--- config.mk ---
export PLATFORM = sky130hd
export DESIGN_NAME = pkt_parser
export DESIGN_NICKNAME = d
export VERILOG_FILES = /design/src/rtl/pp_pkg.sv /design/src/rtl/pp_len_decode.sv /design/src/rtl/pp_env_regs.sv /design/src/rtl/pp_xfer_setup.sv /design/src/rtl/pkt_parser.sv
export SDC_FILE = /design/constraint.sdc
export NUM_CORES = 1
export LEC_CHECK = 0
export BUFFER_PORTS_ARGS = -buffer_cell sky130_fd_sc_hd__buf_2
export CAP_MARGIN = 30
export CORE_AREA = 4 4 278 280
export DETAILED_ROUTE_END_ITERATION = 8
export DIE_AREA = 0 0 282 284
export PLACE_DENSITY_LB_ADDON = 0.3
export SYNTH_ARGS = -nofsm -noshare
export SYNTH_HDL_FRONTEND = slang
export SYNTH_HIERARCHICAL = 1
export SYNTH_SLANG_ARGS = --single-unit
--- constraint.sdc ---
create_clock -name clk_i -period 4.2 [get_ports clk_i]
set_input_delay 0.42 -clock clk_i [delete_from_list [all_inputs] [get_ports clk_i]]
set_output_delay 0.42 -clock clk_i [all_outputs]
set_load 0.01 [all_outputs]
--- src/rtl/pp_pkg.sv ---
package pp_pkg;
  localparam int WORD_W = 32;

  typedef enum logic [1:0] {
    ST_COLLECT,
    ST_COMMIT,
    ST_EMIT,
    ST_BYPASS
  } pp_state_e;

  localparam logic [7:0] OP_VRAM_WR = 8'hA0;
  localparam logic [7:0] OP_VRAM_RD = 8'hC0;

  // extra words following the opcode word
  function automatic logic [3:0] extra_words(input logic [7:0] op);
    logic [3:0] n;
    n = 4'd0;
    case (op[7:4])
      4'h0: n = (op == 8'h02) ? 4'd2 : 4'd0;
      4'h2: case (op[3:2])
              2'd0: n = 4'd3;
              2'd1: n = 4'd6;
              2'd2: n = 4'd4;
              default: n = 4'd8;
            endcase
      4'h3: case (op[3:2])
              2'd0: n = 4'd5;
              2'd1: n = 4'd8;
              2'd2: n = 4'd7;
              default: n = 4'd11;
            endcase
      4'h4: n = (op[3:2] == 2'd0) ? 4'd2 : (op[3] ? 4'd3 : 4'd0);
      4'h5: n = (op[3:2] == 2'd0) ? 4'd3 : (op[3] ? 4'd4 : 4'd0);
      4'h6, 4'h7: case (op[3:2])
              2'd0: n = 4'd2;
              2'd1: n = 4'd3;
              2'd2: n = 4'd1;
              default: n = 4'd2;
            endcase
      4'h8: n = (op == 8'h80) ? 4'd3 : 4'd0;
      4'hA: n = (op == OP_VRAM_WR) ? 4'd2 : 4'd0;
      4'hC: n = (op == OP_VRAM_RD) ? 4'd2 : 4'd0;
      default: n = 4'd0;
    endcase
    return n;
  endfunction
endpackage

--- src/rtl/pp_len_decode.sv ---
module pp_len_decode
  import pp_pkg::*;
#(
  parameter int LEN_W = 4
) (
  input  logic [7:0]       op_i,
  output logic [LEN_W-1:0] len_o,
  output logic             is_xfer_o,
  output logic             is_write_o
);
  always_comb begin
    len_o      = LEN_W'(extra_words(op_i)) + LEN_W'(1);
    is_xfer_o  = (op_i == OP_VRAM_WR) || (op_i == OP_VRAM_RD);
    is_write_o = (op_i == OP_VRAM_WR);
  end
endmodule

--- src/rtl/pp_env_regs.sv ---
module pp_env_regs
  import pp_pkg::*;
#(
  parameter int NUM_ENV = 8
) (
  input  logic                      clk_i,
  input  logic                      rst_ni,
  input  logic                      commit_i,
  input  logic [WORD_W-1:0]         word0_i,
  input  logic [WORD_W-1:0]         word4_i,
  input  logic [WORD_W-1:0]         word5_i,
  output logic [NUM_ENV*WORD_W-1:0] env_o,
  output logic [12:0]               status_o
);
  localparam int SEL_W = $clog2(NUM_ENV);

  logic [WORD_W-1:0] env_q [NUM_ENV];
  logic [WORD_W-1:0] env_d [NUM_ENV];
  logic [12:0]       status_q;
  logic [7:0]        op;

  assign op = word0_i[31:24];

  always_comb begin
    for (int i = 0; i < NUM_ENV; i++) env_d[i] = env_q[i];
    if (op[7:3] == 5'b11100) begin
      env_d[op[SEL_W-1:0]] = word0_i;
    end else if ((op & 8'hF4) == 8'h24) begin
      env_d[1][8:0] = word4_i[8:0];
    end else if ((op & 8'hF4) == 8'h34) begin
      env_d[1][8:0] = word5_i[8:0];
    end
  end

  always_ff @(posedge clk_i or negedge rst_ni) begin
    if (!rst_ni) begin
      for (int i = 0; i < NUM_ENV; i++) env_q[i] <= '0;
      status_q <= '0;
    end else if (commit_i) begin
      for (int i = 0; i < NUM_ENV; i++) env_q[i] <= env_d[i];
      status_q <= {env_d[6][1:0], env_d[1][10:0]};
    end
  end

  for (genvar g = 0; g < NUM_ENV; g++) begin : g_flat
    assign env_o[g*WORD_W +: WORD_W] = env_q[g];
  end

  assign status_o = status_q;
endmodule

--- src/rtl/pp_xfer_setup.sv ---
module pp_xfer_setup
  import pp_pkg::*;
(
  input  logic              clk_i,
  input  logic              rst_ni,
  input  logic              load_i,
  input  logic              read_i,
  input  logic [WORD_W-1:0] pos_i,
  input  logic [WORD_W-1:0] size_i,
  output logic              start_o,
  output logic              read_o,
  output logic [9:0]        x_o,
  output logic [8:0]        y_o,
  output logic [15:0]       w_o,
  output logic [15:0]       h_o
);
  always_ff @(posedge clk_i or negedge rst_ni) begin
    if (!rst_ni) begin
      start_o <= 1'b0;
      read_o  <= 1'b0;
      x_o     <= '0;
      y_o     <= '0;
      w_o     <= '0;
      h_o     <= '0;
    end else begin
      start_o <= load_i;
      if (load_i) begin
        read_o <= read_i;
        x_o    <= pos_i[9:0];
        y_o    <= pos_i[24:16];
        w_o    <= size_i[15:0];
        h_o    <= size_i[31:16];
      end
    end
  end
endmodule

--- src/rtl/pkt_parser.sv ---
module pkt_parser
  import pp_pkg::*;
#(
  parameter int MAX_WORDS = 12,
  parameter int NUM_ENV   = 8
) (
  input  logic                      clk_i,
  input  logic                      rst_ni,
  input  logic                      cmd_valid_i,
  input  logic [WORD_W-1:0]         cmd_data_i,
  output logic                      cmd_ready_o,
  output logic                      pkt_valid_o,
  output logic [WORD_W-1:0]         pkt_data_o,
  output logic                      pkt_last_o,
  input  logic                      pkt_ready_i,
  output logic [NUM_ENV*WORD_W-1:0] env_o,
  output logic [12:0]               status_o,
  output logic                      xfer_start_o,
  output logic                      xfer_read_o,
  output logic [9:0]                xfer_x_o,
  output logic [8:0]                xfer_y_o,
  output logic [15:0]               xfer_w_o,
  output logic [15:0]               xfer_h_o,
  output logic                      xfer_wvalid_o,
  output logic [WORD_W-1:0]         xfer_wdata_o,
  input  logic                      xfer_wready_i,
  input  logic                      xfer_done_i
);
  localparam int IDX_W = $clog2(MAX_WORDS);
  localparam int LEN_W = $clog2(MAX_WORDS + 1);

  pp_state_e         state_q, state_d;
  logic [WORD_W-1:0] buf_q [MAX_WORDS];
  logic [IDX_W-1:0]  cnt_q, emit_q;
  logic [LEN_W-1:0]  len_q;

  logic [7:0]        dec_op;
  logic [LEN_W-1:0]  dec_len, cur_len;
  logic              dec_xfer, dec_write;
  logic              accept, final_word, emit_fire, emit_last;
  logic              commit, env_commit, xfer_load;

  assign dec_op = (state_q == ST_COLLECT) ? cmd_data_i[31:24] : buf_q[0][31:24];

  pp_len_decode #(.LEN_W(LEN_W)) u_len (
    .op_i      (dec_op),
    .len_o     (dec_len),
    .is_xfer_o (dec_xfer),
    .is_write_o(dec_write)
  );

  assign accept     = (state_q == ST_COLLECT) && cmd_valid_i;
  assign cur_len    = (cnt_q == '0) ? dec_len : len_q;
  assign final_word = accept && ((LEN_W'(cnt_q) + LEN_W'(1)) == cur_len);
  assign commit     = (state_q == ST_COMMIT);
  assign env_commit = commit && !dec_xfer;
  assign xfer_load  = commit && dec_xfer;
  assign emit_last  = (LEN_W'(emit_q) + LEN_W'(1)) == len_q;
  assign emit_fire  = (state_q == ST_EMIT) && pkt_ready_i;

  always_comb begin
    state_d = state_q;
    case (state_q)
      ST_COLLECT: if (final_word) state_d = ST_COMMIT;
      ST_COMMIT:  state_d = dec_xfer ? (dec_write ? ST_BYPASS : ST_COLLECT) : ST_EMIT;
      ST_EMIT:    if (emit_fire && emit_last) state_d = ST_COLLECT;
      ST_BYPASS:  if (xfer_done_i) state_d = ST_COLLECT;
      default:    state_d = ST_COLLECT;
    endcase
  end

  always_ff @(posedge clk_i or negedge rst_ni) begin
    if (!rst_ni) begin
      state_q <= ST_COLLECT;
      cnt_q   <= '0;
      emit_q  <= '0;
      len_q   <= LEN_W'(1);
    end else begin
      state_q <= state_d;
      if (accept) begin
        if (cnt_q == '0) len_q <= dec_len;
        cnt_q <= final_word ? '0 : cnt_q + IDX_W'(1);
      end
      if (commit) emit_q <= '0;
      else if (emit_fire && !emit_last) emit_q <= emit_q + IDX_W'(1);
    end
  end

  // payload storage needs no reset
  always_ff @(posedge clk_i) begin
    if (accept) buf_q[cnt_q] <= cmd_data_i;
  end

  pp_env_regs #(.NUM_ENV(NUM_ENV)) u_env (
    .clk_i   (clk_i),
    .rst_ni  (rst_ni),
    .commit_i(env_commit),
    .word0_i (buf_q[0]),
    .word4_i (buf_q[4]),
    .word5_i (buf_q[5]),
    .env_o   (env_o),
    .status_o(status_o)
  );

  pp_xfer_setup u_xfer (
    .clk_i  (clk_i),
    .rst_ni (rst_ni),
    .load_i (xfer_load),
    .read_i (!dec_write),
    .pos_i  (buf_q[1]),
    .size_i (buf_q[2]),
    .start_o(xfer_start_o),
    .read_o (xfer_read_o),
    .x_o    (xfer_x_o),
    .y_o    (xfer_y_o),
    .w_o    (xfer_w_o),
    .h_o    (xfer_h_o)
  );

  assign cmd_ready_o   = (state_q == ST_COLLECT) || ((state_q == ST_BYPASS) && xfer_wready_i);
  assign pkt_valid_o   = (state_q == ST_EMIT);
  assign pkt_data_o    = buf_q[emit_q];
  assign pkt_last_o    = (state_q == ST_EMIT) && emit_last;
  assign xfer_wvalid_o = (state_q == ST_BYPASS) && cmd_valid_i;
  assign xfer_wdata_o  = cmd_data_i;
endmodule

==> results.md, run 1 <==
- Slew Limit Fails: 0
- Number of I/O port buffers: about 430
- Worst hold path type: input pin to flip-flop
- Final HPWL from detailed placement: between 50000 and 60000 microns
- Part of the Yosys area used for sequential elements: between 70 and 80%
- First-pass GRT wire length: ~130000 microns
- Clock slew at reported path FFs: 0.06 ns
- Worst EP required: between 4 and 5 ns
- Max VDD drop: about 0.36 mV
- Total GRT Usage: about a fifth
- Drt total wl: 85800 microns
- Starting Density: roughly 45%
- GPL Wtd Cong: between 0.8 and 0.9
- Final hold violation count: 0
- Switching portion of total power: 29.5%
- Clock Tree Root: clkbuf_16
- Design Power: around 0.023 W
- Post-route ant nets: 0
- Seq cells post-synth: between 800 and 900
- Sequential cell area: roughly 23000 sq um
- Worst-margin pin slew: between 0.9 and 1 ns
- Static Leakage: between 15 and 20 nW
- Switching pwr: ~0.0067 W
- Post-Syn Area: ~33000 sq um
- Unique masters post-synth: 72
- Max Buffers Root-to-Sink: 3
- Setup crit end kind: flip-flop
- Multi-input logic area: about 9000 sq um
- # IOs: 428
- Post-synthesis async set-or-reset flop share: around 39%
- P&R area growth vs syn: 18.2%
- Mapped Cells: around 1900
- Max-cap violations: 0
- Fillcell total: between 5000 and 6000
- DR vias/cell: ~5.5
- Vias: between 15000 and 20000
- Final setup TNS: 0 ns
- Achievable Freq: approximately 0.25 GHz
- Worst-Skew Late Latency: 0.64 ns
- Hold slack: between 0.06 and 0.07 ns
- Clock sinks: roughly 840
- DRC Markers: 0
- Die Y-Extent: ~280 microns
- Post-CTS setup buffer count: 0
- Starting DRT DRC Count: around 1200
- Syn_nets: roughly 2000
- Mapped Avg Cell Area: 17.5 sq um
- Minimum clock period: 3.97 ns
- Clock share of power: approximately 34%
- Max FO, Critical Path: 10
- Arr. time, crit path: 4.48 ns
- Synth Warn #: 6
- First-pass detailed-route iteration total: 5
- Layout cell share with drive strength beyond 1: between 40% and 50%
- Slew headroom: just under 40%
- CTS H-Tree Depth: 3
- NumNets Final: 2393
- Most frequent cells in the layout: edfxtp_1, buf_2, dfrtp_1
- Comb pwr share: 23.3%
- Power share of the sequential group: between 40 and 50%
- Vias in the first global route: 19334
- Pwr Density: between 500 and 600 nW/um^2
- Status: complete, no violations
- CP Launch Type: flip-flop
- CTS tree: done
- Internal Power: 0.0160 W
- RSZ-0062 raised after global routing: false
- Core Region: 74400 sq um
- Routed WL per cell: 25.3 microns
- Cts bufs inserted: between 80 and 90
- Largest net degree at the start of global routing: 98
- Final cycle utilization of the critical path: between 90% and 100%
- Initial antenna violation count: 1
- Crit Path Category: flip-flop to flip-flop
- Overflow after GRT: 0
- Final setup vio count: 0
- Number of synthesized flops with an enable pin: just over 500
- Die area: roughly 80000 sq um
- Main synth FF type: edfxtp_1
- Worst Clk Skew: 0.0299 ns
- Commonest non-fill, non-tap cell in the layout: edfxtp_1
- Core Rows: 100
- Overall die width: around 280 microns
## state kept, by name, summed over array words and instances, names as in the netlist
| register | flops |
|---|---|
| buf_q | 512 |
| cnt_q | 4 |
| emit_q | 4 |
| len_q | 4 |
| state_q | 2 |
| u_env/env_o | 255 |
| u_env/status_o | 1 |
| u_xfer/h_o | 16 |
| u_xfer/read_o | 1 |
| u_xfer/start_o | 1 |
| u_xfer/w_o | 16 |
| u_xfer/x_o | 10 |
| u_xfer/y_o | 9 |
## layer usage
metal | vias to the layer above | wire, microns | track usage [%]
li1 | 8155 | - | -
met1 | 9686 | 36200 | 29.1
met2 | 729 | 41200 | 34.3
met3 | 139 | 6320 | 4.11
met4 | 0 | 2120 | 6.05
met5 | - | 0 | 0
## layout make-up
| class | instances | share of cell area [%] |
|---|---|---|
| diodes | 3 | 0.0190 |
| clock buffers | 117 | 6.22 |
| clock inverters | 43 | 1.17 |
| inverters | 20 | 0.190 |
| multi-input cells | 909 | 22.8 |
| flip-flops and latches | 835 | 59.4 |
| well taps | 969 | 3.07 |
| repair buffers | 490 | 7.08 |
## power by group through the flow
stage | logic, W | clock network, W | registers [W]
floorplan | 0.00359 | 0 | 0.00957
global placement | 0.00511 | 0 | 0.00988
detailed placement | 0.00533 | 0 | 0.00983
CTS | 0.00534 | 0.00792 | 0.00967
global route | 0.00570 | 0.00826 | 0.00970
finish | 0.00527 | 0.00775 | 0.00966
## worst max-delay path: stages, from the launching register on
cell and delay (ns):
dfrtp_1 0.51, nor2_8 0.26, mux2_2 0.42, inv_1 0.12, ha_1 0.23, and4bb_2 0.26
o21ai_0 0.28, o311ai_2 0.25, ha_1 0.25, xor2_1 0.17, and4bb_1 0.21, a311oi_2 0.22
xor2_1 0.21, nand4_2 0.21, a21oi_2 0.19, o21ai_1 0.06
## per-stage QoR
step	util [%]	instance area [sq um]	setup slack [ns]	cells
after global routing	53.0	39500	0.0478	3383
after CTS	53.0	39500	0.256	3383
after detailed placement	49.1	36600	0.280	3222
after floorplan	-	33400	0.699	1910
after global placement	48.9	36400	0.441	3214
final	53.1	39500	0.229	3386
## Yosys cell counts (all sizes together) (20+ instances only)
| master | count | area (sq um) |
|---|---|---|
| edfxtp | 512 | 15400 |
| dfrtp | 322 | 8060 |
| mux2 | 288 | 3520 |
| buf | 105 | 790 |
| mux2i | 101 | 1010 |
| o21ai | 78 | 390 |
| mux4 | 64 | 1440 |
| nand2 | 56 | 213 |
| clkbuf | 41 | 155 |
| a21oi | 39 | 206 |
| and2 | 33 | 206 |
| a221oi | 32 | 280 |
| a22oi | 32 | 240 |
| nand2b | 22 | 138 |
| inv | 20 | 75.1 |
## cell families after synthesis
| family | synth area share, % |
|---|---|
| adders and majority gates | 0.449 |
| xor gates and xnor gates | 0.367 |
| buffers and inverters | 3.05 |
| and+or+nand+nor | 3.92 |
| muxes | 17.9 |
| DFF | 70.2 |
| AOI/OAI and AO/OA | 4.17 |
## final timing paths
kind | start | endpoint | slack [ns] | cells past startpoint
max | state_q[0]$_DFFE_PN0P_ | cnt_q[3]$_DFFE_PN0P_ | 0.23 | 15
min | cmd_data_i[26] | buf_q[0][26]$_DFFE_PP_ | 0.06 | 1
max reg2reg | state_q[0]$_DFFE_PN0P_ | cnt_q[3]$_DFFE_PN0P_ | 0.23 | 15
min reg2reg | u_env/env_o[56]$_DFFE_PN0P_ | u_env/env_o[56]$_DFFE_PN0P_ | 0.46 | 1
max in group asynchronous | rst_ni | u_env/env_o[120]$_DFFE_PN0P_ | 2.76 | 3
min in group asynchronous | rst_ni | u_env/env_o[75]$_DFFE_PN0P_ | 0.34 | 2
## timing repair
action / CTS / global route
endpoints found under the hold margin: 71 / 0
endpoints found under the setup margin: 0 / 0
hold buffers: 1 / 0
gates resized for setup: 0 / 0
Note: power is estimated with default switching activity, not from simulation.
==> run 2, diff against run 1 <==
clock period = 3.2 ns   (was 4.2 ns; I/O delays follow)
==> run 2 against run 1 <==
The flow now finishes with violations (setup timing). Total power increased by 37%. Design area increased by 3.2%. Sequential power increased by 29%. Die area unchanged. Worst hold slack improved by 0.0017 ns. Cell count increased by 1.9%. Maximum frequency increased by 11%. Largest power group unchanged.
==> results.md, run 2 (synthesized netlist as in run 1, its figures left out) <==
- Status: finished with violations
- Failing checks: setup timing
- Core Rows: 100 (unchanged)
- Die Y-Extent: 284 microns (unchanged)
- Top reg by flops: buf_q
- Worst EP required: 3.70 ns (-1.01 ns)
- Overall die width: 282 microns (unchanged)
- Internal Power: 0.0219 W (+37%)
- Max VDD drop: 0.516 mV (+44%)
- Largest net degree at the start of global routing: 87 (-11%)
- Pwr Density: 760 nW/um^2 (+32%)
- DR vias/cell: 5.59 (+1.2%)
- RSZ-0062 raised after global routing: true
- Cts bufs inserted: 87 (unchanged)
- Max FO, Critical Path: 6 (-4)
- Final Core Density: 54.8% (+1.7 points)
- Overflow after GRT: 0 (unchanged)
- Worst-margin pin slew: 0.963 ns (+0.0580 ns)
- GPL Wtd Cong: 0.846 (-0.67%)
- Final HPWL from detailed placement: 56300 microns (+0.92%)
- Slew headroom: 34.9% (-4.6 points)
- Switching pwr: 0.00914 W (+37%)
- Starting DRT DRC Count: 1574 (+34%)
- Post-route ant nets: 0 (unchanged)
- Vias: 19287 (+3.1%)
- Vias in the first global route: 19606 (+1.4%)
- Static Leakage: 17.5 nW (+3.7%)
- Power share of the sequential group: 40.4% (-2.2 points)
- First-pass detailed-route iteration total: 7 (+2)
- Final setup TNS: -7.52 ns (-7.52 ns)
- Initial antenna violation count: 2 (+1)
- NumNets Final: 2460 (+2.8%)
- Final cycle utilization of the critical path: 112% (+17 points)
- CTS tree: done
- Clock share of power: 34.4% (+0.2 points)
- Final setup vio count: 76 (+76)
- Final hold violation count: 0 (unchanged)
- Total GRT Usage: 21.2% (+0.14 points)
- Setup crit end kind: flip-flop
- Achievable Freq: 0.280 GHz (+11%)
- Commonest non-fill, non-tap cell in the layout: edfxtp_1
- Clock Tree Root: clkbuf_16
- Worst-Skew Late Latency: 0.65 ns (about the same)
- First-pass GRT wire length: 129000 microns (+0.91%)
- Drt total wl: 90700 microns (+5.8%)
- Layout cell share with drive strength beyond 1: 44.6% (+2.2 points)
- Max-cap violations: 0 (unchanged)
- CTS H-Tree Depth: 3 (unchanged)
- Setup Slack @ Placement: -0.353 ns (-0.634 ns)
- Fillcell total: 5793 (-2.2%)
- Number of I/O port buffers: 427 (unchanged)
- DRC Markers: 0 (unchanged)
- # IOs: 428 (unchanged)
- Minimum clock period: 3.57 ns (-0.398 ns)
- Antenna Cells: 0 (-3)
- P&R area growth vs syn: 22.0%
- CP Launch Type: flip-flop
- Arr. time, crit path: 4.07 ns (-0.41 ns)
- Worst hold path type: input pin to flip-flop
- Setup ws final: -0.373 ns (-0.602 ns)
- Core Region: 74400 sq um (unchanged)
- Clock slew at reported path FFs: 0.06 ns (about the same)
- Max Buffers Root-to-Sink: 3 (unchanged)
- Worst Clk Skew: 0.0390 ns (+0.00910 ns)
- Routed WL per cell: 26.3 microns (+3.8%)
- Max reg flops: 512 (unchanged)
- Die area: 80100 sq um (unchanged)
- Crit Path Category: flip-flop to flip-flop
- Switching portion of total power: 29.5% (about the same)
- Slew Limit Fails: 0 (unchanged)
- Comb pwr share: 25.2% (+1.9 points)
- Clock sinks: 835 (unchanged)
- Starting Density: 44.9% (unchanged)
- Most frequent cells in the layout: edfxtp_1, buf_2, dfrtp_1
## run 2: worst paths after layout
kind                            cells after the start                           to  slack [ns]                        start
worst min register to register                      1  u_env/env_o[63]$_DFFE_PN0P_        0.46  u_env/env_o[63]$_DFFE_PN0P_
min in group asynchronous                           2  u_env/env_o[37]$_DFFE_PN0P_        0.29                       rst_ni
worst min-delay path                                1       buf_q[2][22]$_DFFE_PP_        0.07               cmd_data_i[22]
worst max-delay path                               16         cnt_q[3]$_DFFE_PN0P_       -0.37       state_q[1]$_DFFE_PN0P_
max in group asynchronous                           3        emit_q[0]$_DFFE_PN0P_        2.00                       rst_ni
worst max register to register                     16         cnt_q[3]$_DFFE_PN0P_       -0.37       state_q[1]$_DFFE_PN0P_
## run 2: cell type report
type / instances / area, sq um / area share (%)
clock buffer: 118 / 2470 / 6.05
clock inverter: 41 / 582 / 1.43
inverter: 20 / 80.1 / 0.196
multi-input combinational: 909 / 9140 / 22.4
sequential: 835 / 23500 / 57.6
tap: 969 / 1210 / 2.97
timing repair buffer: 557 / 3810 / 9.36
## run 2: repair_timing
action / CTS / global route
hold buffers: 2 / 0
setup buffers: 4 / 18
endpoints found under the setup margin: 108 / 125
gates cloned: 0 / 14
hold endpoints to repair: 83 / 0
gates resized for setup: 8 / 21
pin swaps: 8 / 8
## run 2: worst max-delay path, cell delays in order, from the launching register on
cell,delay [ns]
dfrtp_2,0.44
nor2_8,0.18
mux2_4,0.21
inv_4,0.05
ha_4,0.16
and3b_2,0.24
a32oi_2,0.30
nand2_2,0.08
or3_1,0.33
ha_2,0.19
xor2_1,0.16
and4bb_1,0.21
a311oi_2,0.21
xor2_1,0.21
nand4_2,0.21
a21oi_2,0.18
o21ai_1,0.07
## run 2: power groups by stage
stage	Clock [W]	Sequential (W)	Combinational [W]
5_1_grt	0.0113	0.0126	0.00842
3_5_place_dp	0	0.0127	0.00741
3_3_place_gp	0	0.0127	0.00730
4_1_cts	0.0108	0.0125	0.00748
6_report	0.0107	0.0125	0.00780
2_1_floorplan	0	0.0126	0.00475
## run 2: routing by layer
metal  wire, microns  GRT usage, %  up-vias
li1                -             -     8293
met1           37100          29.0    10088
met2           45100          35.4      767
met3            6720          4.10      139
met4            1830          4.80        0
met5               0             0        -
## run 2: per-stage QoR
stage | instance area, sq um | cells | hold slack, ns | total power [W]
after detailed placement | 37100 | 3253 | 0.384 | 0.0201
after floorplan | 33500 | 1910 | 0.0244 | 0.0173
after CTS | 40200 | 3418 | 0.0253 | 0.0308
final | 40800 | 3449 | 0.0666 | 0.0310
after global placement | 37100 | 3253 | 0.375 | 0.0200
after global routing | 40800 | 3449 | 0.0475 | 0.0323
